## src/rtl/ivt_pkg.sv

```systemverilog
package ivt_pkg;

    typedef enum logic [1:0] {
        ACC_LATCH = 2'b00,
        ACC_LO    = 2'b01,
        ACC_HI    = 2'b10,
        ACC_WORD  = 2'b11
    } acc_e;

    typedef enum logic [1:0] {
        OP_IDLE = 2'd0,
        OP_TC   = 2'd1,
        OP_RATE = 2'd2,
        OP_SQ   = 2'd3
    } op_e;

    function automatic op_e decode_mode(input logic [2:0] m);
        case (m)
            3'b000:         return OP_TC;
            3'b010, 3'b110: return OP_RATE;
            3'b011, 3'b111: return OP_SQ;
            default:        return OP_IDLE;
        endcase
    endfunction

endpackage

```

## src/rtl/ivt_ctrl_dec.sv

```systemverilog
module ivt_ctrl_dec
    import ivt_pkg::*;
#(
    parameter int NUM_CH = 3,
    parameter int BYTE_W = 8
) (
    input  logic              wr_ctl_i,
    input  logic [BYTE_W-1:1] ctl_i,
    output logic [NUM_CH-1:0] prog_o,
    output logic [NUM_CH-1:0] latch_o,
    output acc_e              acc_o,
    output op_e               op_o
);
    localparam int SEL_LSB  = BYTE_W - 2;
    localparam int ACC_LSB  = BYTE_W - 4;
    localparam int MODE_LSB = 1;

    logic [1:0] sel;

    assign sel   = ctl_i[SEL_LSB +: 2];
    assign acc_o = acc_e'(ctl_i[ACC_LSB +: 2]);
    assign op_o  = decode_mode(ctl_i[MODE_LSB +: 3]);

    // select value 3 matches no channel, so such a byte is dropped
    for (genvar i = 0; i < NUM_CH; i++) begin : g_sel
        logic hit;
        assign hit        = wr_ctl_i && (sel == 2'(i));
        assign prog_o[i]  = hit && (acc_o != ACC_LATCH);
        assign latch_o[i] = hit && (acc_o == ACC_LATCH);
    end
endmodule

```

## src/rtl/ivt_channel.sv

```systemverilog
module ivt_channel
    import ivt_pkg::*;
#(
    parameter int BYTE_W = 8
) (
    input  logic                  clk,
    input  logic                  rst_n,
    input  logic                  tick_i,
    input  logic                  prog_i,
    input  acc_e                  acc_i,
    input  op_e                   op_i,
    input  logic                  wr_i,
    input  logic [BYTE_W-1:0]     wdata_i,
    output logic [2*BYTE_W-1:0]   count_o,
    output acc_e                  acc_o,
    output logic                  out_o
);
    localparam int CNT_W = 2 * BYTE_W;

    typedef struct packed {
        acc_e             acc;
        op_e              op;
        logic [CNT_W-1:0] reload;
        logic             wr_hi;
        logic [CNT_W-1:0] count;
        logic             run;
        logic             out;
    } ch_state_t;

    ch_state_t st_q, st_d;

    // a count of 0 stands for 2**CNT_W
    function automatic logic wave_level(input op_e op,
                                        input logic [CNT_W-1:0] cnt,
                                        input logic [CNT_W-1:0] rel);
        logic [CNT_W:0] e_c;
        logic [CNT_W:0] e_r;
        e_c = {cnt == '0, cnt};
        e_r = {rel == '0, rel};
        case (op)
            OP_RATE: return e_c != (CNT_W+1)'(1);
            OP_SQ:   return e_c > (e_r >> 1);
            default: return 1'b1;
        endcase
    endfunction

    always_comb begin
        logic [CNT_W-1:0] nxt;
        logic             done;
        st_d = st_q;
        nxt  = st_q.reload;
        done = 1'b0;
        if (prog_i) begin
            st_d.acc   = acc_i;
            st_d.op    = op_i;
            st_d.wr_hi = 1'b0;
            st_d.run   = 1'b0;
            st_d.out   = (op_i != OP_TC);
        end else if (wr_i) begin
            case (st_q.acc)
                ACC_LO: begin
                    nxt  = {{BYTE_W{1'b0}}, wdata_i};
                    done = 1'b1;
                end
                ACC_HI: begin
                    nxt  = {wdata_i, {BYTE_W{1'b0}}};
                    done = 1'b1;
                end
                default: begin
                    if (!st_q.wr_hi) begin
                        nxt[BYTE_W-1:0] = wdata_i;
                        st_d.wr_hi      = 1'b1;
                    end else begin
                        nxt[CNT_W-1:BYTE_W] = wdata_i;
                        st_d.wr_hi          = 1'b0;
                        done                = 1'b1;
                    end
                end
            endcase
            st_d.reload = nxt;
            if (done && st_q.op != OP_IDLE) begin
                st_d.count = nxt;
                st_d.run   = 1'b1;
                st_d.out   = (st_q.op == OP_TC) ? 1'b0 : wave_level(st_q.op, nxt, nxt);
            end
        end else if (st_q.run && tick_i) begin
            if (st_q.op == OP_TC) begin
                st_d.count = st_q.count - 1'b1;
                if (st_q.count == CNT_W'(1)) st_d.out = 1'b1;
            end else begin
                st_d.count = (st_q.count == CNT_W'(1)) ? st_q.reload : st_q.count - 1'b1;
                st_d.out   = wave_level(st_q.op, st_d.count, st_q.reload);
            end
        end
    end

    always_ff @(posedge clk or negedge rst_n) begin
        if (!rst_n) begin
            st_q.acc    <= ACC_WORD;
            st_q.op     <= OP_IDLE;
            st_q.reload <= '0;
            st_q.wr_hi  <= 1'b0;
            st_q.count  <= '0;
            st_q.run    <= 1'b0;
            st_q.out    <= 1'b1;
        end else begin
            st_q <= st_d;
        end
    end

    assign count_o = st_q.count;
    assign acc_o   = st_q.acc;
    assign out_o   = st_q.out;

    // each accepted tick takes exactly one off the count
    p_count_step_r3: assert property (@(posedge clk) disable iff (!rst_n)
        (st_q.run && tick_i && !prog_i && !wr_i &&
         (st_q.op == OP_TC || st_q.count != CNT_W'(1)))
        |=> (st_q.count == $past(st_q.count) - 1'b1));

    // once the terminal-count output is high it stays high
    p_tc_sticky_r5: assert property (@(posedge clk) disable iff (!rst_n)
        (st_q.op == OP_TC && st_q.run && st_q.out && !prog_i && !wr_i)
        |=> st_q.out);

    // the rate generator's low slot lasts a single tick
    p_rate_pulse_r6: assert property (@(posedge clk) disable iff (!rst_n)
        (st_q.op == OP_RATE && st_q.run && !st_q.out && tick_i &&
         st_q.reload != CNT_W'(1) && !prog_i && !wr_i)
        |=> st_q.out);

    // a stopped channel holds its count
    p_idle_frozen_r13: assert property (@(posedge clk) disable iff (!rst_n)
        (!st_q.run && !wr_i && !prog_i) |=> $stable(st_q.count));
endmodule

```

## src/rtl/ivt_readback.sv

```systemverilog
module ivt_readback
    import ivt_pkg::*;
#(
    parameter int BYTE_W = 8
) (
    input  logic                clk,
    input  logic                rst_n,
    input  logic                prog_i,
    input  logic                latch_i,
    input  logic                rd_i,
    input  acc_e                acc_i,
    input  logic [2*BYTE_W-1:0] live_i,
    output logic [BYTE_W-1:0]   byte_o
);
    localparam int CNT_W = 2 * BYTE_W;

    typedef struct packed {
        logic             held;
        logic [CNT_W-1:0] snap;
        logic             rd_hi;
    } rb_state_t;

    rb_state_t rb_q, rb_d;
    logic [CNT_W-1:0] src;
    logic             pick_hi;

    assign src     = rb_q.held ? rb_q.snap : live_i;
    assign pick_hi = (acc_i == ACC_HI) || (acc_i == ACC_WORD && rb_q.rd_hi);
    assign byte_o  = pick_hi ? src[CNT_W-1:BYTE_W] : src[BYTE_W-1:0];

    always_comb begin
        rb_d = rb_q;
        if (prog_i) begin
            rb_d.held  = 1'b0;
            rb_d.rd_hi = 1'b0;
        end else begin
            if (rd_i) begin
                if (acc_i == ACC_WORD) begin
                    rb_d.rd_hi = !rb_q.rd_hi;
                    if (rb_q.rd_hi) rb_d.held = 1'b0;
                end else begin
                    rb_d.held = 1'b0;
                end
            end
            if (latch_i && !rb_q.held) begin
                rb_d.held = 1'b1;
                rb_d.snap = live_i;
            end
        end
    end

    always_ff @(posedge clk or negedge rst_n) begin
        if (!rst_n) begin
            rb_q.held  <= 1'b0;
            rb_q.snap  <= '0;
            rb_q.rd_hi <= 1'b0;
        end else begin
            rb_q <= rb_d;
        end
    end

    // a held copy survives ticks and extra latch commands
    p_snap_hold_r9: assert property (@(posedge clk) disable iff (!rst_n)
        (rb_q.held && !prog_i && !rd_i) |=> (rb_q.held && $stable(rb_q.snap)));

    // one read releases the copy in single-byte access
    p_single_release_r10: assert property (@(posedge clk) disable iff (!rst_n)
        (rb_q.held && rd_i && !prog_i && !latch_i && acc_i != ACC_WORD)
        |=> !rb_q.held);
endmodule

```

## src/rtl/ivt_timer.sv

```systemverilog
module ivt_timer
    import ivt_pkg::*;
#(
    parameter int NUM_CH = 3,
    parameter int BYTE_W = 8,
    parameter int ADDR_W = 2
) (
    input  logic              clk,
    input  logic              rst_n,
    input  logic              bus_wr,
    input  logic              bus_rd,
    input  logic [ADDR_W-1:0] bus_addr,
    input  logic [BYTE_W-1:0] bus_wdata,
    output logic [BYTE_W-1:0] bus_rdata,
    input  logic              cnt_tick,
    output logic [NUM_CH-1:0] tmr_out
);
    localparam int                CNT_W    = 2 * BYTE_W;
    localparam logic [ADDR_W-1:0] CTL_ADDR = ADDR_W'(NUM_CH);

    logic                           wr_ctl;
    logic [NUM_CH-1:0]              prog;
    logic [NUM_CH-1:0]              latch;
    acc_e                           new_acc;
    op_e                            new_op;
    logic [NUM_CH-1:0][BYTE_W-1:0]  rb_byte;

    assign wr_ctl = bus_wr && (bus_addr == CTL_ADDR);

    ivt_ctrl_dec #(.NUM_CH(NUM_CH), .BYTE_W(BYTE_W)) u_dec (
        .wr_ctl_i (wr_ctl),
        .ctl_i    (bus_wdata[BYTE_W-1:1]),
        .prog_o   (prog),
        .latch_o  (latch),
        .acc_o    (new_acc),
        .op_o     (new_op)
    );

    for (genvar i = 0; i < NUM_CH; i++) begin : g_ch
        logic             ch_wr;
        logic             ch_rd;
        logic [CNT_W-1:0] ch_count;
        acc_e             ch_acc;

        assign ch_wr = bus_wr && (bus_addr == ADDR_W'(i));
        assign ch_rd = bus_rd && (bus_addr == ADDR_W'(i));

        ivt_channel #(.BYTE_W(BYTE_W)) u_chan (
            .clk     (clk),
            .rst_n   (rst_n),
            .tick_i  (cnt_tick),
            .prog_i  (prog[i]),
            .acc_i   (new_acc),
            .op_i    (new_op),
            .wr_i    (ch_wr),
            .wdata_i (bus_wdata),
            .count_o (ch_count),
            .acc_o   (ch_acc),
            .out_o   (tmr_out[i])
        );

        ivt_readback #(.BYTE_W(BYTE_W)) u_rb (
            .clk     (clk),
            .rst_n   (rst_n),
            .prog_i  (prog[i]),
            .latch_i (latch[i]),
            .rd_i    (ch_rd),
            .acc_i   (ch_acc),
            .live_i  (ch_count),
            .byte_o  (rb_byte[i])
        );
    end

    always_comb begin
        bus_rdata = '0;
        for (int i = 0; i < NUM_CH; i++) begin
            if (bus_addr == ADDR_W'(i)) bus_rdata = rb_byte[i];
        end
    end
endmodule

```

## config.mk

```make
export PLATFORM = sky130hd
export DESIGN_NAME = ivt_timer
export DESIGN_NICKNAME = d
export VERILOG_FILES = /design/src/rtl/ivt_pkg.sv /design/src/rtl/ivt_ctrl_dec.sv /design/src/rtl/ivt_channel.sv /design/src/rtl/ivt_readback.sv /design/src/rtl/ivt_timer.sv
export SDC_FILE = /design/constraint.sdc
export NUM_CORES = 1
export LEC_CHECK = 0
export ABC_AREA = 1
export BUFFER_PORTS_ARGS = -buffer_cell sky130_fd_sc_hd__buf_2
export CAP_MARGIN = 40
export CORE_MARGIN = 1
export CORE_UTILIZATION = 40
export CTS_CLUSTER_DIAMETER = 30
export CTS_CLUSTER_SIZE = 12
export DETAILED_ROUTE_END_ITERATION = 16
export GPL_TIMING_DRIVEN = 0
export PLACE_DENSITY = 0.64
export SLEW_MARGIN = 20
export SYNTH_ARGS = -nofsm -noshare
export SYNTH_HDL_FRONTEND = slang
export SYNTH_SLANG_ARGS = --single-unit
```

## constraint.sdc

```tcl
create_clock -name clk -period 3.68 [get_ports clk]
set_input_delay 0.368 -clock clk [delete_from_list [all_inputs] [get_ports clk]]
set_output_delay 0.368 -clock clk [all_outputs]
set_load 0.1 [all_outputs]
```

# Yosys cells after proc, flatten, opt, wreduce, memory -nomap -nowiden
# Index checks and enable logic that the tools add are counted.
op_classes:
  add_sub_neg: 3
  magnitude_cmp: 6
  eq_ne: 52
  muxes: 115
  bitwise_logic: 3
  reduce_logical: 104
op_table:
  columns: ["operator", "count"]
  rows:
  - ["16-bit two-way mux", 21]
  - ["16-bit zero test", 9]
  - ["17-bit by 16-bit greater-than comparator with 1-bit output", 6]
  - ["17-bit by 1-bit inequality test with 1-bit output (second input constant)", 6]
  - ["8-bit two-way mux", 12]
  - ["16-bit case mux with 2 select lines", 3]
  - ["1-bit two-way mux", 63]
  - ["18-bit two-way mux", 3]
  - ["17-bit two-way mux", 3]
  - ["16-bit by 1-bit == test with 1-bit output (second input constant)", 3]
  - ["16-bit by 1-bit subtractor with 16-bit output (second input constant)", 3]
  - ["2-bit nonzero test", 19]
  - ["2-bit AND reduction", 18]
  - ["2-bit == test (second input constant)", 15]
  - ["1-bit logical AND", 28]
  - ["4-bit by 3-bit inequality test with 1-bit output (second input constant)", 6]
  - ["3-bit AND reduction", 6]
  - ["3-bit nonzero test", 6]
  - ["2-bit by 1-bit == test with 1-bit output (second input constant)", 8]
  - ["2-bit by 1-bit inequality test with 1-bit output (second input constant)", 7]
  - ["1-bit case mux with 2 select lines", 6]
  - ["2-bit OR reduction", 5]
  - ["3-bit by 1-bit inequality test with 1-bit output (second input constant)", 3]
  - ["3-bit by 2-bit == test with 1-bit output (second input constant)", 2]
  - ["other kinds (8)", 22]
totals:
  ff_bits: 171
  out_inout_bits: 11
  elab_cells: 313

# Logic depth before layout (Yosys ltp)
# Gate-level depths: netlist (run 1).
depth:
  word_depth: 12
  ltp_mapped: 28
  ltp_nobuf: 27

# Hierarchy
# From an unflattened synthesis (run 1), not the netlist that was laid out.
unflattened:
  hier_cells: 2318
  area_unflattened_um2: 15621.2
by_module_without_submodules:
  columns: ["module", "n_inst", "cells_per_inst", "area_each_um2"]
  rows:
  - ["ivt_channel (g_ch[0].u_chan ...)", 2, 598, 4037.6]
  - ["ivt_channel (g_ch[2].u_chan)", 1, 604, 4116.4]
  - ["ivt_readback", 3, 149, 1028.5]
  - ["ivt_timer", 1, 49, 249.0]
  - ["ivt_ctrl_dec", 1, 22, 95.1]

# Least setup slack after synthesis (run 1)
# No wires, ideal clock.
synth_path:
  kind: "reg-to-output"
  start: "register g_ch[1].u_chan.st_q, in the netlist g_ch[1].u_chan.acc_o[0]"
  end: "output port bus_rdata[4]"
  arrival_ns: 4.824
  t_required_ns: 3.312
  slack_ns: -1.512
  path_stages_with_launch: 8
  path_cell_list: "dfstp_2 -> inv_1 -> ha_1 -> a21o_1 -> clkbuf_1 -> o21ai_0 -> a21oi_1 -> o311ai_0"
synth_between:
  elab_chain_cells: 6
  word_cells_on_any_way: 7
  classes_between: "eq/ne (2); mux (3); reduce/logical (2)"
synth_lines:
  columns: ["element", "line_no", "source"]
  rows:
  - ["start: declaration", "ivt_channel.sv:30", "ch_state_t st_q, st_d;"]
  - ["start signal: assignment", "ivt_channel.sv:107", "st_q <= st_d;"]
  - ["2-bit == test", "ivt_readback.sv:28", "assign pick_hi = (acc_i == ACC_HI) || (acc_i == ACC_WORD && rb_q.rd_hi);"]
  - ["1-bit logical AND", "ivt_readback.sv:28", null]
  - ["1-bit logical OR (*)", "ivt_readback.sv:28", null]
  - ["8-bit two-way mux (*)", "ivt_readback.sv:29", "assign byte_o = pick_hi ? src[CNT_W-1:BYTE_W] : src[BYTE_W-1:0];"]
  - ["8-bit two-way mux (*) (2 in a row)", "ivt_timer.sv:77", "if (bus_addr == ADDR_W'(i)) bus_rdata = rb_byte[i];"]
  - ["end: declaration", "ivt_timer.sv:14", "output logic [BYTE_W-1:0] bus_rdata,"]
# Mark *: on every way between the ends. The rest lies on a longest branch, timed or not.

# Worst setup path after layout (run 1)
layout_path:
  start: "register g_ch[0].u_chan.st_q, in the netlist g_ch[0].u_chan.acc_o[0]"
  end: "output port bus_rdata[6]"
layout_between:
  elab_chain_cells: 7
  word_cells_on_any_way: 8
  classes_between: "eq/ne (2); mux (4); reduce/logical (2)"
layout_lines:
  columns: ["element", "line_no"]
  rows:
  - ["start: declaration", "ivt_channel.sv:30"]
  - ["start signal: assignment", "ivt_channel.sv:107"]
  - ["2-bit == test", "ivt_readback.sv:28"]
  - ["1-bit logical AND", "ivt_readback.sv:28"]
  - ["1-bit logical OR (*)", "ivt_readback.sv:28"]
  - ["8-bit two-way mux (*)", "ivt_readback.sv:29"]
  - ["8-bit two-way mux (*) (3 in a row)", "ivt_timer.sv:77"]
# Marks and branches as above.

==> results of run 1 <==
==> layout by cell type, fill, tap and decap left out, types with 8 or more instances in the layout <==
cell       instances
a211oi_1          19
a21oi_1          103
a21oi_2            9
a31oi_1            9
buf_2             34
buf_4             30
clkbuf_1          46
clkbuf_16         18
dfrtp_1          162
dfstp_2            9
ha_1             135
inv_1            249
inv_2             22
nand2_1          485
nand2_2            8
nand3_1           91
nand4_1           16
nor2_1           178
nor2_2            16
nor2_4             9
nor3_1             9
nor3_2             8
nor4_1            13
o211ai_1          47
o21ai_0          231
o21ai_1           27
o21ai_2           11
o21ai_4           10
o21bai_1          38
o22ai_1           12
xor2_1            21
==> worst max-delay path, stage by stage (launching register included) <==
cell and delay (ps):
dfstp_2 560, inv_1 50, ha_1 340, a21o_1 320, clkbuf_1 250, o21ai_0 550, nand3_1 300, buf_2 380
==> worst paths after layout <==
kind | slack [ps] | endpoint
min in group asynchronous | 400 | g_ch[2].u_chan.count_o[7]
setup / recovery | 90 | bus_rdata[6]
hold reg to reg | 490 | g_ch[2].u_rb.rb_q[16]
hold / removal | 270 | g_ch[0].u_chan.acc_o[1]
max in group asynchronous | 2560 | g_ch[0].u_chan.acc_o[0]
setup reg to reg | 110 | g_ch[2].u_chan.out_o
==> layout make-up <==
| cell class | count | area, um2 | area share [%] |
|---|---|---|---|
| Sequential cell | 171 | 4290 | 26.3 |
| Multi-Input combinational cell | 1561 | 9010 | 55.3 |
| Clock buffer | 17 | 425 | 2.61 |
| Timing Repair Buffer | 54 | 395 | 2.43 |
| Inverter | 273 | 1030 | 6.30 |
| Buffer | 75 | 373 | 2.29 |
| Tap cell | 461 | 577 | 3.54 |
| Clock inverter | 15 | 200 | 1.23 |
==> cells by family (layout without fill, tap and decap cells) <==
| kind of cell | count (synthesis) | count (layout) | share of synthesized area [%] |
|---|---|---|---|
| adders and majority gates | 138 | 138 | 12.0 |
| xor gates and xnor gates | 25 | 25 | 1.52 |
| AOI/OAI and AO/OA | 544 | 544 | 21.8 |
| buffers and inverters | 351 | 434 | 9.50 |
| and+or+nand+nor | 854 | 854 | 25.3 |
| DFF | 171 | 171 | 29.8 |
==> synthesized netlist by cell type (2+ instances only) <==
library cell and count:
nor3b_1 2, a311oi_1 3, buf_1 6, dfrtp_1 162
a21oi_1 110, o21ai_0 246, nand3b_1 6, o21ai_1 23
or2_2 2, o22ai_1 12, nand3_1 91, nor2_4 8
buf_2 8, o211ai_1 47, nor3_1 10, inv_2 20
o21bai_1 38, nand3_2 4, o21a_1 3, a211oi_1 19
inv_1 252, xor2_1 21, buf_6 3, o311ai_0 5
dfstp_2 9, nand2_1 487, and3_1 2, nand2_2 7
xnor2_1 4, ha_1 138, nand4_1 16, o21ai_2 10
nor2_1 184, nor3_2 7, a21oi_2 2, a32oi_1 3
clkbuf_1 56, nor4_1 13, a21o_1 7, a31oi_1 12
nor2_2 11, buf_4 4
==> timing repair <==
item,4_1_cts,5_1_grt
resized for setup,49,42
pin swaps,12,15
hold buffers,1,0
setup buffers,12,14
hold endpoints to repair,38,0
setup endpoints to repair,2,7
==> flip-flops by register name (all words and copies together), names as in the netlist <==
name	flops
g_ch.u_rb.rb_q	54
g_ch.u_chan.out_o	3
g_ch.u_chan.count_o	48
g_ch.u_chan.acc_o	6
g_ch.u_chan.st_q	60
==> power by group through the flow <==
stage / combinational (mW) / clock [mW] / sequential, mW
final: 9.38 / 1.97 / 3.23
after global routing: 10.6 / 2.06 / 3.31
after CTS: 9.02 / 1.98 / 3.20
after detailed placement: 8.70 / 0 / 3.20
after global placement: 8.50 / 0 / 3.19
after floorplan: 6.65 / 0 / 3.00
==> per-layer routing <==
metal  track usage, %  up-vias  part of all wire, %
li1                 -     7064                    -
met1             35.8     6889                   46
met2             42.1      445                   46
met3             3.78       78                  5.7
met4             7.91        0                  2.7
met5                0        -                    0
==> flow_summary.json, run 1 <==
{
  "synth_warnings": 0,
  "cp-start-kind": "flip-flop",
  "dp.cells": 2571,
  "worstHoldPathCells": 3,
  "min_path_type": "in2reg",
  "fin_cells": 2627,
  "synth_edf_count": 0,
  "drt-vias-per-instance": 5.51,
  "sw_frac_of_total_pct": 52.9,
  "first_pass_iters": 7,
  "ys_top_cells_by_area": "dfrtp_1 (28%), nand2_1 (13%), ha_1 (12%)",
  "diodes": 0,
  "cp-end-kind": "primary output",
  "cp.required_ps": 3310,
  "hold_viol_final": 0,
  "worst_pin_slew_ps": 727,
  "synth_largest_area_cell": "dfrtp_1",
  "cap_violations": 0,
  "drt_iter0_drc": 1318,
  "p_seq_share_pct": 22.1,
  "antenna_left": 0,
  "num_vias": 14500,
  "switching_power_mw": 7.72,
  "die_y_um": 192,
  "grt_pass1_vias": 13500,
  "wl_per_cell_um": 17.9,
  "dieWidth_um": 192,
  "utilization_pct": 45.9,
  "final_layout_size_suffix_gt1_share_pct": 10.7,
  "finalSetupViolCount": 0,
  "worst-setup-path-type": "reg2out",
  "clock_skew_ps": 16.9,
  "grt_start_max_net_pins": 73,
  "clock.fmax_mhz": 278,
  "max_slew_margin_pct": 51.4,
  "gr-total-overflow": 0,
  "cp_max_fo": 10,
  "htreeDepth": 4,
  "root_buffer": "clkbuf_16",
  "io_pins": 26,
  "synth_ff_type": "dfrtp_1",
  "core_area_um2": 35500,
  "place_ws_ps": -580,
  "timing.final.ws_setup_ps": 86.1,
  "synth.top_cell.area_share_pct": 28.2,
  "cts_buffer_depth": 2,
  "cts_tree": "built",
  "hold_ws_ps": 272,
  "drc": 0,
  "worst_r2r_path_depth": 17,
  "grt_pass1_wl_um": 73900,
  "clock_sinks": 171,
  "seq_area_frac_synth_pct": 29.8,
  "synthCells": 2083,
  "synthArstFlopShare_pct": 100,
  "syn-mean-instance-area_um2": 6.90,
  "syn_area_um2": 14400,
  "initial_core_util_pct": 40.5,
  "worstPathArrival_ps": 3230,
  "routed_wl_um": 47000,
  "gp_congestion": 0.957,
  "clock_latency_ps": 460,
  "dpl.hpwl_um": 37100,
  "min-delay-start": "bus_wdata[5]",
  "total_power_mw": 14.6,
  "power_leakage_nw": 7.87,
  "final_area_um2": 16300,
  "fin_nets": 2306,
  "rr_startpoint": "g_ch[2].u_chan.acc_o[0]",
  "yosysUniqueCellTypes": 52,
  "slew_viol_final": 0,
  "die_area_um2": 36700,
  "io_buffers": 25,
  "power-per-cell-area_nw_per_um2": 895,
  "crit_start": "g_ch[0].u_chan.acc_o[0]",
  "core.rowCount": 69,
  "place_area_um2": 15200,
  "rsz0062_at_grt": "yes",
  "grt_use_total_pct": 26.0,
  "antenna_found_initial": 1,
  "syn_nets": 2236,
  "status": "finished clean",
  "ir_worst_vdd_v": 0.000549,
  "p_clk_share_pct": 13.5,
  "p_int_mw": 6.86,
  "area_growth_pct": 13.3,
  "p_comb_share_pct": 64.4,
  "numCtsBuffers": 17,
  "cts.clk_slew.worst_paths_ps": 70,
  "final.setup.tns_ps": 0,
  "nFillCells": 3587,
  "period_share_pct": 97.7,
  "synth-seq-cells": 171,
  "layout_min_cycle_time_ps": 3590
}
(Power assumes the default switching activity.)
==> inputs of run 2 (changes only) <==
--- a/config.mk
+++ b/config.mk
@@ -7,14 +7,14 @@
 export LEC_CHECK = 0
 export ABC_AREA = 1
 export BUFFER_PORTS_ARGS = -buffer_cell sky130_fd_sc_hd__buf_2
-export CAP_MARGIN = 40
+export CAP_MARGIN = 5
 export CORE_MARGIN = 1
-export CORE_UTILIZATION = 40
+export CORE_UTILIZATION = 53
 export CTS_CLUSTER_DIAMETER = 30
 export CTS_CLUSTER_SIZE = 12
 export DETAILED_ROUTE_END_ITERATION = 16
 export GPL_TIMING_DRIVEN = 0
-export PLACE_DENSITY = 0.64
+export PLACE_DENSITY = 0.79
 export SLEW_MARGIN = 20
 export SYNTH_ARGS = -nofsm -noshare
 export SYNTH_HDL_FRONTEND = slang
==> run 2 against run 1 <==
  * Total power rose by 0.21%
  * Non-clock buffer count fell by 6
  * Largest cell class unchanged
  * Combinational power rose by 1%
  * Largest power group unchanged
==> flow_summary.json, run 2 (synthesis gave the netlist of run 1 again) <==
{
  "layout_min_cycle_time_ps": 3590,
  "area_growth_pct": 11.5,
  "final_area_um2": 16000,
  "initial_core_util_pct": 54.6,
  "numCtsBuffers": 17,
  "drt_iter0_drc": 1595,
  "first_pass_iters": 5,
  "worstPathArrival_ps": 3980,
  "core.rowCount": 59,
  "dieWidth_um": 167,
  "cts_buffer_depth": 2,
  "power-per-cell-area_nw_per_um2": 911,
  "routed_wl_um": 47700,
  "period_share_pct": 97.6,
  "cp-end-kind": "flip-flop",
  "final_common_cell": "nand2_1",
  "place_ws_ps": -388,
  "cap_violations": 0,
  "grt_start_max_net_pins": 98,
  "top_register": "g_ch.u_chan.st_q",
  "clock_sinks": 171,
  "mostFrequentLayoutCells": "nand2_1 (485), inv_1 (249), o21ai_0 (228), nor2_1 (178), dfrtp_1 (162)",
  "gp_congestion": 0.991,
  "root_buffer": "clkbuf_16",
  "fin_nets": 2300,
  "die_y_um": 167,
  "final_layout_size_suffix_gt1_share_pct": 10.8,
  "cp_max_fo": 10,
  "drc": 0,
  "cp.required_ps": 4060,
  "finalSetupViolCount": 0,
  "io_buffers": 25,
  "antenna_found_initial": 0,
  "power_leakage_nw": 7.82,
  "cts.clk_slew.worst_paths_ps": 80,
  "clock_skew_ps": 15.7,
  "min_path_type": "in2reg",
  "utilization_pct": 60.9,
  "clock_latency_ps": 450,
  "drt-vias-per-instance": 5.93,
  "fin_cells": 2495,
  "dpl.hpwl_um": 36800,
  "nFillCells": 2452,
  "gr-total-overflow": 0,
  "hold_viol_final": 0,
  "timing.final.ws_setup_ps": 87.8,
  "clock.fmax_mhz": 278,
  "worst_r2r_path_depth": 16,
  "cts_tree": "built",
  "largest_reg_flops": 60,
  "grt_pass1_vias": 13900,
  "io_pins": 26,
  "worstHoldPathCells": 3,
  "rsz0062_at_grt": "yes",
  "wl_per_cell_um": 19.1,
  "hold_ws_ps": 276,
  "core_area_um2": 26400,
  "antenna_left": 0,
  "status": "finished clean",
  "slew_viol_final": 0,
  "diodes": 0,
  "place_area_um2": 15000,
  "ir_worst_vdd_v": 0.000445,
  "dp.cells": 2444,
  "num_vias": 14800,
  "cp-start-kind": "flip-flop",
  "worst-setup-path-type": "reg2reg",
  "grt_use_total_pct": 34.5,
  "worst_pin_slew_ps": 855,
  "max_slew_margin_pct": 42.8,
  "htreeDepth": 4,
  "die_area_um2": 27800,
  "grt_pass1_wl_um": 74900
}
[run 2: changes by cell type in the layout (fill, tap and decap cells not counted), moves of 3 or more]
cell	change
ha_1	-4
clkinv_2	+3
ha_2	+5
o21ai_0	-3
buf_4	-4
[run 2: layer usage]
| metal | vias to the layer above | routed length, um | share of wire [%] | global-route usage [%] |
|---|---|---|---|---|
| met3 | 115 | 3620 | 7.6 | 5.49 |
| met4 | 0 | 1570 | 3.3 | 12.2 |
| met2 | 634 | 21800 | 46 | 55.4 |
| li1 | 7056 | - | - | - |
| met1 | 7000 | 20700 | 43 | 47.1 |
| met5 | - | 0 | 0 | 0 |
[run 2: final timing paths]
path	end	slack (ps)	from
setup / recovery	g_ch[1].u_chan.out_o	90	g_ch[1].u_chan.acc_o[0]
hold / removal	g_ch[1].u_chan.acc_o[0]	280	bus_wdata[4]
setup reg to reg	g_ch[1].u_chan.out_o	90	g_ch[1].u_chan.acc_o[0]
hold reg to reg	g_ch[2].u_rb.rb_q[2]	490	g_ch[2].u_rb.rb_q[2]
max in group asynchronous	g_ch[1].u_chan.acc_o[0]	2310	rst_n
min in group asynchronous	g_ch[2].u_chan.count_o[9]	450	rst_n
[run 2: cell type report]
cell class / count / area [um2] / share of cell area, %
multi-input combinational: 1561 / 9020 / 56.2
sequential: 171 / 4290 / 26.7
inverter: 273 / 1030 / 6.40
clock buffer: 17 / 425 / 2.65
tap: 335 / 419 / 2.61
buffer: 75 / 372 / 2.32
timing repair buffer: 48 / 330 / 2.06
clock inverter: 15 / 158 / 0.983
[run 2: repair_timing]
item,in CTS,in global routing
gates resized for setup,49,51
pin swaps,11,14
endpoints found under the setup margin,4,9
endpoints found under the hold margin,72,0
hold buffers,1,0
setup buffers,11,10
[run 2: stage by stage]
step                TNS, ps  power [mW]
global route           -146        15.9
global placement     -82000        11.7
floorplan                 0        9.65
CTS                   -48.6        14.1
detailed placement     -760        11.9
finish                    0        14.6
[run 2: where the power goes]
group          internal [mW]  leakage [nW]  switching, mW
logic                   3.23          5.34           6.27
clock network          0.961         0.288          0.896
registers               2.56          2.19          0.698
total                   6.74          7.82           7.86
[run 2: worst max-delay path, cell delays in order (launching register included)]
cell	delay [ps]
dfstp_2	560
inv_1	100
ha_4	330
nand2_4	90
buf_4	190
o211ai_1	300
ha_2	250
nand2_1	70
nor2_2	160
nand2_1	100
ha_1	280
nand3b_1	150
or3_1	350
o211ai_1	220
nand2_1	130
a21oi_2	180
a21oi_2	70
